===== src/rtl/msi_snoop_ctrl.sv =====
module msi_snoop_ctrl #(
  parameter int ADDR_W = 16,
  parameter int DATA_W = 32,
  parameter int LINES  = 8
) (
  input  logic              clk,
  input  logic              rst_n,
  input  logic              pr_req,
  input  logic              pr_we,
  input  logic [ADDR_W-1:0] pr_addr,
  input  logic [DATA_W-1:0] pr_wdata,
  output logic              pr_ready,
  output logic [DATA_W-1:0] pr_rdata,
  output logic              bus_req,
  input  logic              bus_gnt,
  output logic [1:0]        bus_cmd,
  output logic [ADDR_W-1:0] bus_addr,
  output logic [DATA_W-1:0] bus_wdata,
  input  logic [DATA_W-1:0] bus_rdata,
  input  logic              snp_valid,
  input  logic [1:0]        snp_cmd,
  input  logic [ADDR_W-1:0] snp_addr,
  output logic              flush,
  output logic [DATA_W-1:0] flush_data
);
  localparam int IDX_W = (LINES > 1) ? $clog2(LINES) : 1;
  localparam int TAG_W = ADDR_W - IDX_W;
  localparam logic [1:0] ST_I = 2'd0, ST_S = 2'd1, ST_M = 2'd2;
  localparam logic [1:0] CMD_NONE = 2'd0, CMD_RD = 2'd1, CMD_RDX = 2'd2, CMD_WB = 2'd3;
  localparam logic [1:0] F_IDLE = 2'd0, F_WB = 2'd1, F_REQ = 2'd2;

  logic [1:0]        st  [LINES];
  logic [TAG_W-1:0]  tg  [LINES];
  logic [DATA_W-1:0] dat [LINES];
  logic [1:0]        fsm;

  logic [IDX_W-1:0] pidx, sidx;
  logic [TAG_W-1:0] ptag, stag;
  logic p_hit, victim_dirty, snp_hit;

  assign pidx = pr_addr[IDX_W-1:0];
  assign ptag = pr_addr[ADDR_W-1:IDX_W];
  assign sidx = snp_addr[IDX_W-1:0];
  assign stag = snp_addr[ADDR_W-1:IDX_W];

  assign p_hit = (st[pidx] != ST_I) && (tg[pidx] == ptag) && (!pr_we || st[pidx] == ST_M);
  assign victim_dirty = (st[pidx] == ST_M) && (tg[pidx] != ptag);

  assign pr_ready = pr_req && (fsm == F_IDLE) && !snp_valid && p_hit;
  assign pr_rdata = dat[pidx];

  assign snp_hit = snp_valid && (snp_cmd == CMD_RD || snp_cmd == CMD_RDX) &&
                   (st[sidx] != ST_I) && (tg[sidx] == stag);
  assign flush      = snp_hit && (st[sidx] == ST_M);
  assign flush_data = dat[sidx];

  assign bus_req   = (fsm == F_WB && st[pidx] == ST_M) || (fsm == F_REQ);
  assign bus_cmd   = (fsm == F_WB) ? CMD_WB : (fsm == F_REQ) ? (pr_we ? CMD_RDX : CMD_RD) : CMD_NONE;
  assign bus_addr  = (fsm == F_WB) ? {tg[pidx], pidx} : pr_addr;
  assign bus_wdata = dat[pidx];

  always_ff @(posedge clk) begin
    if (!rst_n) begin
      fsm <= F_IDLE;
      for (int i = 0; i < LINES; i++) st[i] <= ST_I;
    end else begin
      if (snp_hit) st[sidx] <= (snp_cmd == CMD_RD) ? ST_S : ST_I;
      case (fsm)
        F_IDLE: begin
          if (pr_req && !snp_valid && !p_hit) fsm <= victim_dirty ? F_WB : F_REQ;
          else if (pr_ready && pr_we) dat[pidx] <= pr_wdata;
        end
        F_WB: begin
          if (st[pidx] != ST_M) fsm <= F_REQ;
          else if (bus_gnt) begin
            st[pidx] <= ST_I;
            fsm      <= F_REQ;
          end
        end
        F_REQ: begin
          if (bus_gnt) begin
            tg[pidx]  <= ptag;
            st[pidx]  <= pr_we ? ST_M : ST_S;
            dat[pidx] <= pr_we ? pr_wdata : bus_rdata;
            fsm       <= F_IDLE;
          end
        end
        default: fsm <= F_IDLE;
      endcase
    end
  end

  AST_RD_FILL_SHARED: assert property (@(posedge clk) disable iff (!rst_n)
    bus_gnt && bus_cmd == CMD_RD |=> st[$past(pidx)] == ST_S);
  AST_WRITE_OWNS: assert property (@(posedge clk) disable iff (!rst_n)
    (pr_ready && pr_we) || (bus_gnt && bus_cmd == CMD_RDX)
    |=> st[$past(pidx)] == ST_M && dat[$past(pidx)] == $past(pr_wdata));
  AST_HIT_QUIET: assert property (@(posedge clk) disable iff (!rst_n)
    pr_ready |-> !bus_req);
  AST_SNP_RDX_INVAL: assert property (@(posedge clk) disable iff (!rst_n)
    snp_hit && snp_cmd == CMD_RDX |=> st[$past(sidx)] == ST_I);
  AST_FLUSH_TO_SHARED: assert property (@(posedge clk) disable iff (!rst_n)
    flush && snp_cmd == CMD_RD |=> st[$past(sidx)] == ST_S);
  AST_FLUSH_RDX_INVAL: assert property (@(posedge clk) disable iff (!rst_n)
    flush && snp_cmd == CMD_RDX |=> st[$past(sidx)] == ST_I);
  AST_WB_THEN_REQ: assert property (@(posedge clk) disable iff (!rst_n)
    bus_gnt && bus_cmd == CMD_WB |=> st[$past(pidx)] == ST_I && bus_cmd != CMD_WB);
  AST_SNP_MISS_KEEP: assert property (@(posedge clk) disable iff (!rst_n)
    snp_valid && !snp_hit && fsm == F_IDLE |=> st[$past(sidx)] == $past(st[sidx]));
endmodule


===== config.mk =====
export PLATFORM = sky130hd
export DESIGN_NAME = msi_snoop_ctrl
export DESIGN_NICKNAME = d
export VERILOG_FILES = /design/src/rtl/msi_snoop_ctrl.sv
export SDC_FILE = /design/constraint.sdc
export NUM_CORES = 1
export LEC_CHECK = 0
export BUFFER_PORTS_ARGS = -buffer_cell sky130_fd_sc_hd__clkbuf_2
export CAP_MARGIN = 20
export CORE_MARGIN = 1
export CORE_UTILIZATION = 41
export CTS_BUF_LIST = sky130_fd_sc_hd__clkbuf_4 sky130_fd_sc_hd__clkbuf_8
export DETAILED_ROUTE_END_ITERATION = 7
export PLACE_DENSITY = 0.69
export SYNTH_ARGS = -nofsm -noshare
export SYNTH_HDL_FRONTEND = slang
export SYNTH_SLANG_ARGS = --single-unit

===== constraint.sdc =====
create_clock -name clk -period 5.2 [get_ports clk]
set_input_delay 0.78 -clock clk [delete_from_list [all_inputs] [get_ports clk]]
set_output_delay 0.78 -clock clk [all_outputs]
set_load 0.02 [all_outputs]

==> run_results.csv <==
group,metric,value,unit
clock_network,clk_pin_slew,0.06,ns
critical_path,cp_cell_sequence,"clkbuf_2 -> buf_4 -> nor2b_1 -> buf_4 -> a22oi_1 -> a31oi_1 -> nor4b_1 -> nand4_1 -> or4_1 -> nor3b_2 -> clkbuf_2",
detailed_routing,drc,0,
timing,slew_headroom,27.0,%
timing,finalSetupViolCount,0,
critical_path,rrSetupSlack,1.92,ns
timing,worst_slack,0.563,ns
placement,hpwlAfterDp,34.8,mm
power_and_ir_drop,power_leakage,0.00733,uW
clock_network,ctsHoldBuffers,0,
placement,pre_cts_ws,0.669,ns
yosys,synthTopCellsByArea,"edfxtp_1 63%, a22oi_1 7.8%, mux2_2 3.8%, mux2i_1 3.7%, a221oi_1 1.9%",
hold_path,hold_class,"primary input to flip-flop",
yosys,yosysSeqAreaShare,62.9,%
grt,grt_use_total,25.0,%
critical_path,crit_path_start,"snp_addr[2]",
clock_network,cts_tree,"yes",
flow_run,cap_viol_max_count,0,
power_and_ir_drop,cellPowerDensity,317,nW/um^2
critical_path,cp.arrival,3.86,ns
detailed_routing,via_per_inst,6.25,
detailed_routing,wl_per_cell,26.6,um
critical_path,critPathBufInv,4,
floorplanning,core,43200,sq um
timing,period_share,89.2,%
detailed_routing,dr.pass1.iters,6,
floorplanning,rows,76,
floorplanning,die_w,212,um
critical_path,cp.depth,11,
critical_path,rr_endpoint,"st[0][1]",
grt,grt_overflow_total,0,
critical_path,rr_startpoint,"tg[3][3]",
clock_network,clk_latency,0.68,ns
clock_network,cts_buffers,60,
outcome,status,"finished, final reports clean",
critical_path,critPathLaunchType,"primary input",
placement,io_buffers,220,
critical_path,slowest_stage,"or4_1",
yosys,synth_fp_nets,1400,
yosys,synthCells,1295,
placement,gp_congestion,0.903,
detailed_routing,antenna_left,0,
yosys,synth.most_common_cell,"edfxtp_1",
yosys,postSynthAreaPerCell,13.9,sq um
yosys,synth-edff-count,376,
grt,antenna_found_initial,2,
timing,hold_viol,0,
clock_network,cts.sinks,378,
floorplanning,die_h,212,um
yosys,synth_warnings,0,
final_layout,drive_above_1_share,31.2,%
yosys,yosysTopAreaCellShare,62.7,%
final_layout,num-nets-final,1614,
clock_network,cts_setup_buffers,0,
critical_path,crit_path_end_kind,"output port",
grt,grt_pass1_vias,13000,
clock_network,cts_buffer_depth,3,
yosys,synthDistinctLibCells,59,
critical_path,critPathTopFamily,"simple AND/OR/NAND/NOR gates",
timing,max_freq,216,MHz
detailed_routing,via_count,13400,
yosys,yosys_register_bits,378,
floorplanning,ios,221,
critical_path,rr_worst_depth,8,
yosys,synthArstFlopShare,0,%
detailed_routing,drt_iter0_drc,1776,
floorplanning,dieArea,44700,sq um
yosys,synth_top_cell_by_area,"edfxtp_1",
yosys,synthesis.area,18000,sq um
grt,grt_pass1_wl,81.8,mm
critical_path,critical_path_class,"primary input to output port",
timing,slew_viol_final,0,
clock_network,post_cts_resized,0,
floorplanning,initial_core_util,41.7,%
grt,grt_max_degree,41,
timing,tightestPinTransition,1.09,ns
clock_network,h-tree-depth,2,
clock_network,cts-root-buf,"clkbuf_8",
critical_path,cp_max_fo,20,
timing,clock-skew-final,0.0411,ns
power_and_ir_drop,ir_drop,0.271,mV
critical_path,worstPathRequired,4.42,ns
yosys,ys.flop_type,"edfxtp_1",
critical_path,cpPeakStageDelay,0.61,ns
detailed_routing,routed_wl,56.8,mm
timing,setup_tns,0,ns
yosys,synth_commonest_cells,"376 x edfxtp_1, 188 x a22oi_1, 67 x mux2i_1, 61 x clkbuf_1, 61 x mux2_2",
final_layout,syn_to_final_growth,17.2,%
critical_path,critPathCapture,"flush",
timing,period_needed,4.64,ns
timing,rsz0062_at_grt,"false",
worst min-delay path by stage:
stage	from	endpoint	cells past startpoint
3_3_place_gp	fsm[1]	fsm[0]	3
3_5_place_dp	fsm[1]	fsm[1]	3
6_report	pr_addr[7]	tg[6][4]	1
2_1_floorplan	fsm[1]	fsm[0]	3
5_1_grt	pr_addr[11]	tg[7][8]	1
4_1_cts	pr_addr[9]	tg[1][6]	1
layout make-up:
type,instances,area (sq um)
fill,3702,22100
sequential,378,11300
multi-input combinational,780,6130
timing repair buffer,281,1680
clock buffer,83,1010
tap,585,732
clock inverter,22,174
inverter,8,30.0
antenna,2,5.00
cell families (layout without fill, tap and decap cells):
family	after synthesis	in the layout	share of synthesized area [%]
flip-flops	378	378	62.9
adder cells (fa/ha/maj)	1	1	0.0695
AND/OR/NAND/NOR	240	240	6.77
AO/OA/AOI/OAI	379	379	16.1
other	0	2	0
XOR/XNOR	16	16	0.778
multiplexers	144	144	9.48
buffers and inverters	137	394	3.90
power breakdown:
group	switching (uW)	internal [uW]
Clock	1180	1360
Combinational	518	259
Sequential	9.55	3370
Total	1700	4990
sequential cells by signal (all words and copies together) (netlist names):
| name | count |
|---|---|
| st | 16 |
| dat | 256 |
| fsm | 2 |
| tg | 104 |
metrics by stage:
stage	std cells	util, %	hold WS, ns	cell area (sq um)	total power, uW
floorplan	1295	-	0.616	18000	3930
global placement	2031	46.1	0.677	19900	4200
detailed placement	2031	46.1	0.703	19900	4210
CTS	2136	48.8	0.433	21100	6700
global route	2138	48.8	0.473	21100	6880
finish	2139	48.9	0.472	21100	6690
routing by layer:
metal	part of all wire, %	vias up	track usage, %
met4	3.1	0	9.60
met1	39	6599	33.3
met5	0	-	0
met3	11	132	5.74
li1	-	5719	-
met2	46	917	39.9
cell usage in the layout, fill, tap and decap left out, drive strengths merged, types with 15 or more instances in the layout:
master	instances
a221o	15
nand3	35
clkinv	17
o21ai	33
nand2	54
mux4	15
buf	62
mux2i	67
mux2	62
edfxtp	376
nor2	49
a221oi	40
a22oi	188
nor2b	21
nand4	35
a22o	29
clkbuf	302
a21oi	24
worst reg2reg max path: stages (launching register included):
cell,delay [ns]
edfxtp_1,0.40
mux2_2,0.28
a221oi_1,0.25
o21ai_1,0.17
xor2_1,0.16
or4_1,0.51
or4_1,0.56
buf_4,0.25
o21ai_0,0.38
Note: power is estimated with default switching activity, not from simulation.
